--- src/rtl/uport_pkg.sv ---
package uport_pkg;
  typedef struct packed {
    logic grantFetch;
    logic grantData;
    logic doWrite;
    logic doRead;
    logic stallFetch;
  } portStrobes_t;
endpackage

--- src/rtl/uport_satcnt.sv ---
module uport_satcnt #(
  parameter int W = 16
) (
  input  logic         clk,
  input  logic         rst,
  input  logic         inc,
  output logic [W-1:0] q
);
  localparam logic [W-1:0] TOP = '1;

  always_ff @(posedge clk) begin
    if (rst) q <= '0;
    else if (inc && q != TOP) q <= q + 1'b1;
  end
endmodule

--- src/rtl/uport_ctrl.sv ---
module uport_ctrl
  import uport_pkg::*;
(
  input  logic         clk,
  input  logic         rst,
  input  logic         fetchValid,
  input  logic         dataValid,
  input  logic         dataWrite,
  output portStrobes_t strb,
  output logic         fetchRvalid,
  output logic         dataRvalid,
  output logic         fetchBubble
);
  // The later stage (load/store) always outranks fetch.
  always_comb begin
    strb.grantData  = dataValid;
    strb.grantFetch = fetchValid && !dataValid;
    strb.stallFetch = fetchValid && dataValid;
    strb.doWrite    = dataValid && dataWrite;
    strb.doRead     = strb.grantFetch || (dataValid && !dataWrite);
  end

  always_ff @(posedge clk) begin
    if (rst) begin
      fetchRvalid <= 1'b0;
      dataRvalid  <= 1'b0;
      fetchBubble <= 1'b0;
    end else begin
      fetchRvalid <= strb.grantFetch;
      dataRvalid  <= strb.grantData && !strb.doWrite;
      fetchBubble <= strb.stallFetch;
    end
  end
endmodule

--- src/rtl/uport_dpath.sv ---
module uport_dpath
  import uport_pkg::*;
#(
  parameter int AW = 6,
  parameter int DW = 32,
  parameter int CW = 16
) (
  input  logic            clk,
  input  logic            rst,
  input  portStrobes_t    strb,
  input  logic [AW-1:0]   fetchAddr,
  input  logic [AW-1:0]   dataAddr,
  input  logic [DW-1:0]   dataWdata,
  input  logic [DW/8-1:0] dataByteEn,
  output logic [DW-1:0]   portRdata,
  output logic [CW-1:0]   cntFetchGrant,
  output logic [CW-1:0]   cntFetchStall,
  output logic [CW-1:0]   cntDataGrant
);
  localparam int DEPTH = 1 << AW;
  localparam int LANES = DW / 8;

  logic [DW-1:0] memArray [DEPTH];
  logic [AW-1:0] portAddr;

  assign portAddr = strb.grantFetch ? fetchAddr : dataAddr;

  always_ff @(posedge clk) begin
    if (strb.doWrite) begin
      for (int lane = 0; lane < LANES; lane++) begin
        if (dataByteEn[lane])
          memArray[dataAddr][lane*8 +: 8] <= dataWdata[lane*8 +: 8];
      end
    end
  end

  always_ff @(posedge clk) begin
    if (strb.doRead) portRdata <= memArray[portAddr];
  end

  uport_satcnt #(.W(CW)) u_cntFg (.clk(clk), .rst(rst), .inc(strb.grantFetch), .q(cntFetchGrant));
  uport_satcnt #(.W(CW)) u_cntFs (.clk(clk), .rst(rst), .inc(strb.stallFetch), .q(cntFetchStall));
  uport_satcnt #(.W(CW)) u_cntDg (.clk(clk), .rst(rst), .inc(strb.grantData),  .q(cntDataGrant));
endmodule

--- src/rtl/uport_arbiter.sv ---
module uport_arbiter
  import uport_pkg::*;
#(
  parameter int AW = 6,
  parameter int DW = 32,
  parameter int CW = 16
) (
  input  logic            clk,
  input  logic            rst,
  input  logic            fetchValid,
  input  logic [AW-1:0]   fetchAddr,
  output logic            fetchReady,
  output logic            fetchStall,
  output logic [DW-1:0]   fetchRdata,
  output logic            fetchRvalid,
  output logic            fetchBubble,
  input  logic            dataValid,
  input  logic            dataWrite,
  input  logic [AW-1:0]   dataAddr,
  input  logic [DW-1:0]   dataWdata,
  input  logic [DW/8-1:0] dataByteEn,
  output logic            dataReady,
  output logic [DW-1:0]   dataRdata,
  output logic            dataRvalid,
  output logic [CW-1:0]   cntFetchGrant,
  output logic [CW-1:0]   cntFetchStall,
  output logic [CW-1:0]   cntDataGrant
);
  portStrobes_t strb;
  logic [DW-1:0] portRdata;

  uport_ctrl u_ctrl (
    .clk(clk), .rst(rst), .fetchValid(fetchValid), .dataValid(dataValid),
    .dataWrite(dataWrite), .strb(strb), .fetchRvalid(fetchRvalid),
    .dataRvalid(dataRvalid), .fetchBubble(fetchBubble)
  );

  uport_dpath #(.AW(AW), .DW(DW), .CW(CW)) u_dpath (
    .clk(clk), .rst(rst), .strb(strb), .fetchAddr(fetchAddr), .dataAddr(dataAddr),
    .dataWdata(dataWdata), .dataByteEn(dataByteEn), .portRdata(portRdata),
    .cntFetchGrant(cntFetchGrant), .cntFetchStall(cntFetchStall),
    .cntDataGrant(cntDataGrant)
  );

  assign fetchReady = strb.grantFetch;
  assign fetchStall = strb.stallFetch;
  assign dataReady  = strb.grantData;
  assign fetchRdata = portRdata;
  assign dataRdata  = portRdata;
endmodule

--- config.mk ---
export PLATFORM = sky130hd
export DESIGN_NAME = uport_arbiter
export DESIGN_NICKNAME = d
export VERILOG_FILES = /design/src/rtl/uport_pkg.sv /design/src/rtl/uport_satcnt.sv /design/src/rtl/uport_ctrl.sv /design/src/rtl/uport_dpath.sv /design/src/rtl/uport_arbiter.sv
export SDC_FILE = /design/constraint.sdc
export NUM_CORES = 2
export LEC_CHECK = 0
export ABC_AREA = 1
export BUFFER_PORTS_ARGS = -buffer_cell sky130_fd_sc_hd__buf_4
export CORE_MARGIN = 4
export CORE_UTILIZATION = 40
export DETAILED_ROUTE_END_ITERATION = 10
export PLACE_DENSITY_LB_ADDON = 0.2
export SYNTH_ARGS = -nofsm -noshare
export SYNTH_HDL_FRONTEND = slang
export SYNTH_HIERARCHICAL = 1
export SYNTH_SLANG_ARGS = --single-unit
--- constraint.sdc ---
create_clock -name clk -period 1.75 [get_ports clk]
set_input_delay 0.175 -clock clk [delete_from_list [all_inputs] [get_ports clk]]
set_output_delay 0.175 -clock clk [all_outputs]
set_load 0.03 [all_outputs]
== Word-level counts from Yosys, hierarchy flattened ==
Memories as Yosys holds them, arrays and structs flattened. A register that Yosys moved wholly into a read port is not among the register bits.
Cells that the tools add are included.

* Memories: 1
* Latch bits: 0
* Bits in writable memories: 2048
* Logic and storage cells: 38
* Register bits after elaboration: 51
* ROM bits: 0

* $add $sub $neg: 3
* Equal/unequal tests: 3
* Divide/modulo/power cells: 0
* Multiplexer cells: 13
* Multipliers: 0
* Reductions and logical operators: 12
* Shift operators: 0
* Bitwise logic cells: 0
* Magnitude comparators: 0

{| class="wikitable"
|+ Memory list
! name !! words !! width !! rd ports !! clocked after Yosys merged registers in !! write ports !! RTL line !! source
|-
| u_dpath.memArray || 64 || 32 || 1 || 1 || 1 || uport_dpath.sv:23 || <nowiki>logic [DW-1:0] memArray [DEPTH];</nowiki>
|}

{| class="wikitable"
|+ Operators with widths
! cell !! count
|-
| 16-bit by 1-bit adder with 16-bit output (second input constant) || 3
|-
| 16-bit inequality test (second input constant) || 3
|-
| 1-bit 2-to-1 mux || 12
|-
| 1-bit logical AND || 8
|-
| 6-bit 2-to-1 mux || 1
|-
| 1-bit logical NOT || 3
|-
| 1-bit logical OR || 1
|}

== Depth between registers and ports, before layout ==
* Depth after elaboration: 3
* Mapped depth: 16
* Gate-level depth less buffers: 14

== Cells and area by module ==
The synthesis kept the hierarchy.

{| class="wikitable"
|+ Modules (own cells, without submodules)
! module !! sequential area each (um^2) !! area each (um^2) !! cells an instance !! times used
|-
| uport_dpath || 62459.9 || 91549.1 || 8957 || 1
|-
| uport_satcnt (u_dpath.u_cntDg ...) || 320.3 || 929.6 || 149 || 2
|-
| uport_satcnt (u_dpath.u_cntFs) || 320.3 || 973.4 || 158 || 1
|-
| uport_arbiter || 0.0 || 240.2 || 32 || 1
|-
| uport_ctrl || 60.1 || 118.9 || 17 || 1
|}

== Least setup slack after synthesis ==
OpenSTA, ideal clock, no wires.

* Path kind: input port to flip-flop
* Start: in dataValid
* End: reg u_dpath.portRdata[10], read port of u_dpath.memArray (data pin)
* Data arrival time: 1.761 ns
* Cell stages on the path: 13
* Slack: -0.265 ns
* Required time: 1.496 ns
* Cell sequence: inv_1 -> nand2_2 -> inv_1 -> buf_4 -> o21ai_2 -> inv_2 -> buf_2 -> buf_1 -> nand3_1 -> nand3_1 -> nand3_1 -> nand3_1 -> nand2_1

* Longest elaborated chain between the ends: 3
* Elaborated cells on any way between the ends: 5

{| class="wikitable"
|+ Ends and longest elaborated chain
! item !! RTL line !! source
|-
| start: declaration || uport_arbiter.sv:17 || <nowiki>input logic dataValid,</nowiki>
|-
| 1-bit logical NOT (*) || uport_ctrl.sv:17 || <nowiki>strb.grantFetch = fetchValid && !dataValid;</nowiki>
|-
| 1-bit logical AND (*) || uport_ctrl.sv:17 ||
|-
| named net fetchReady || uport_arbiter.sv:12 || <nowiki>output logic fetchReady,</nowiki>
|-
| 6-bit 2-to-1 mux or 1-bit logical OR (tied branches) || uport_dpath.sv:26, uport_ctrl.sv:20 ||
|-
| end: declaration || uport_dpath.sv:15 || <nowiki>output logic [DW-1:0] portRdata,</nowiki>
|}

Mark *: on every way through the listed nets, which the timed path passes. The rest lies on a longest branch.
A chain may end at the register's enable or synchronous reset.

== Worst setup path in the final report ==
* Start: reg u_dpath.portRdata[20], read port of u_dpath.memArray
* End: out fetchRdata[20]

{| class="wikitable"
|+ RTL lines
! item !! RTL line !! source
|-
| end: declaration || uport_arbiter.sv:14 || <nowiki>output logic [DW-1:0] fetchRdata,</nowiki>
|}

No word-level cell between the ends.

==> summary.txt <==
Status = finished, violations left
Violated checks = setup timing
Die span in x = 495 µm
Seq cells post-synth = 2131
Vert. Die Dim = 495 µm
Area growth, synth to finish = 23.1%
CTS sink count = 2131
DRC Markers = 0
Crit Reg-Reg Startpoint = u_dpath/memArray[33][30]
CTS max path bufs = 3
Worst Max-Slew Pin Slew = 0.943 ns
TritonCTS buffer count = 221
Setup TNS = -0.711 ns
Post-DP HPWL = 191000 µm
Multi-input logic area = 22700 µm²
Rows = 178
Final Skew = 0.0321 ns
Worst Hold Depth = 3
Drt first pass iters = 7
Share of the yosys chip area belonging to registers = 67.0%
Max frequency = 0.550 GHz
Starting Density = 40.2%
Clock power share = 39.9%
Routed via count = 68914
Total die area = 245000 µm²
Worst-Skew Late Latency = 0.88 ns
Setup CP Type = flip-flop to primary output
Share of layout cells above drive strength 1 = 15.8%
First-pass GRT wire length = 434000 µm
RSZ-0062 raised after global routing = true
Critical Path Fanout Max = 2
P_sw = 28.3 mW
Final GP Congestion = 0.930
Nets = 10321
Yosys cell types = 28
Sw Ratio = 24.4%
Critical Path AT = 1.64 ns
Total power = 116 mW
Max incr delay on CP = 0.55 ns
Synthesized instance count = 9462
Pwr dens = 992 nW/µm²
CTS clk-pin slew, worst paths = 0.06 ns
Comb power frac = 11.4%
Mapped Nets = 9518
Final min period = 1.82 ns
Hold/Removal Path Class = primary input to flip-flop
Max-cap violation count = 0
Peak supply drop = 0.981 mV
Initial antenna violation count = 13
Startpoint Class = flip-flop
Crit-path leading delay family = flip-flops
Final period utilization = 104%
Port bufs = 170
Crit path max-delay cell type = edfxtp_1
Setup-failing EPs final = 23
Sequential power share = 48.8%
Crit. End Element = primary output
Reg area = 63500 µm²
Hold Vio Cnt, Final = 0
Buf/Inv on CP = 1
Remaining global-route overflow = 0
Reg-to-reg endpoint = u_dpath/portRdata[30]
Largest net degree at the start of global routing = 65
P_int = 87.4 mW
Post-Route WL = 299000 µm
Syn Std Cell Area = 94700 µm²
Cell depth of the worst flop-to-flop path = 8
Worst R2R Setup Slack = 0.16 ns
Core box area = 235000 µm²
Via density = 5.07
Yosys warns = 6
Per-cell routed wire length = 22.0 µm
Clock root buffer = clkbuf_16
CTS tree = built
Top-level I/O count = 171
Syn_area_per_cell = 10.0 µm²
Max-slew violations = 0
Cell Chain, Critical Path = buf_6
Worst Hold Path EP = u_dpath/u_cntFs/q[8]
Slew margin rel. = 37.0%
Req. time, crit path = 1.57 ns
Pleak = 49.8 nW
Final WS setup = -0.0687 ns
Total Routing Usage GR = 23.7%
Hold_sp = rst
1st-iter DRT viols = 7478
Antenna viol nets, final = 0
# H-tree levels = 4
Fillers = 21149
Vias in the first global route = 66224
[state kept, by name, indices dropped and copies added, names as in the netlist]
signal and count:
u_dpath/memArray 2048, u_ctrl/dataRvalid 1, u_dpath/u_cntFs/q 16, u_ctrl/fetchBubble 1, u_dpath/portRdata 32, u_ctrl/fetchRvalid 1, u_dpath/u_cntFg/q 16, u_dpath/u_cntDg/q 16
[metal layers]
| metal | GRT usage [%] | vias up | wire length (µm) |
|---|---|---|---|
| li1 | - | 32219 | - |
| met1 | 32.0 | 33572 | 124000 |
| met2 | 38.6 | 2616 | 141000 |
| met3 | 3.64 | 499 | 21600 |
| met4 | 9.34 | 8 | 12000 |
| met5 | 0.274 | - | 126 |
[power by group through the flow]
stage | Clock [mW] | Sequential (mW) | Combinational, mW
final | 46.1 | 56.4 | 13.2
after global routing | 49.1 | 56.4 | 14.0
after CTS | 47.0 | 56.4 | 12.4
after detailed placement | 0 | 57.5 | 11.5
after global placement | 0 | 57.5 | 11.5
after floorplan | 0 | 57.6 | 5.90
[synthesized netlist by cell type, drive strengths merged]
| cell | n | share of area, % |
|---|---|---|
| nand2 | 2239 | 8.9 |
| nand3 | 2158 | 11 |
| edfxtp | 2080 | 66 |
| inv | 1943 | 7.7 |
| buf | 414 | 2.4 |
| nor2 | 406 | 1.8 |
| clkbuf | 113 | 0.46 |
| dfxtp | 51 | 1.1 |
| a21oi | 21 | 0.11 |
| nor3 | 18 | 0.095 |
| nand4 | 8 | 0.059 |
| o21ai | 6 | 0.048 |
| ha | 3 | 0.040 |
| or2 | 2 | 0.013 |
[what timing repair did]
item,CTS,global route
endpoints found under the setup margin,87,74
endpoints found under the hold margin,2107,0
pin swaps,9,52
buffers inserted,34,16
gates cloned,11,16
hold buffers,38,0
resized for setup,182,205
[cells in the final DEF (no fill, tap or decap), types with 18 or more instances in the layout]
master	instances
clkinv_2	22
buf_4	744
inv_1	1930
nand3_4	34
nor2_2	28
nor3_1	18
buf_12	190
buf_8	19
edfxtp_1	2080
dlygate4sd3_1	38
dfxtp_1	48
nand3_2	166
nand2_2	18
nand3_1	1958
a21oi_1	21
buf_16	26
bufinv_16	18
clkbuf_16	242
buf_6	68
nor2_1	366
clkbuf_1	56
nand2_1	2215
clkinv_1	55
[worst max-delay path by stage]
stage | slack, ns | start | endpoint | depth (start not counted)
3_5_place_dp | -1.26 | dataValid | u_dpath/portRdata[23] | 17
5_1_grt | -0.11 | u_dpath/portRdata[0] | fetchRdata[0] | 2
2_1_floorplan | -0.16 | dataValid | u_dpath/portRdata[19] | 16
4_1_cts | -0.12 | u_dpath/portRdata[20] | dataRdata[20] | 1
3_3_place_gp | -1.24 | dataValid | u_dpath/portRdata[23] | 16
6_report | -0.07 | u_dpath/portRdata[20] | fetchRdata[20] | 1
[through the flow]
stage / area (µm²) / hold slack [ns] / setup WS, ns / instances / util [%]
after floorplan: 95300 / 0.244 / -0.155 / 9462 / -
after global placement: 106000 / 0.427 / -1.24 / 13079 / 45.0
after detailed placement: 106000 / 0.429 / -1.26 / 13079 / 45.0
after CTS: 115000 / 0.0161 / -0.119 / 13563 / 48.8
after global routing: 117000 / 0.0761 / -0.110 / 13596 / 49.5
final: 117000 / 0.0925 / -0.0687 / 13599 / 49.5
[tightest hold or removal path, delay by kind of cell]
kind	cells	cell delay [ns]
buffers and inverters	2	0.69
AND/OR/NAND/NOR	1	0.06
[final cells by class]
cell class / instances / area share [%]
antenna: 5 / 0.0107
clock buffer: 292 / 5.11
clock inverter: 110 / 0.905
inverter: 1943 / 6.28
multi-input combinational: 4861 / 19.5
sequential: 2131 / 54.5
tap: 3150 / 3.38
timing repair buffer: 1107 / 10.4
[kinds of logic after synthesis]
family | Yosys count | share of synthesized area (%)
simple gates | 4831 | 22.3
buf+inv | 2470 | 10.5
flops | 2131 | 67.0
compound gates | 27 | 0.158
fa+ha+maj | 3 | 0.0396
Note: power is estimated with default switching activity, not from simulation.
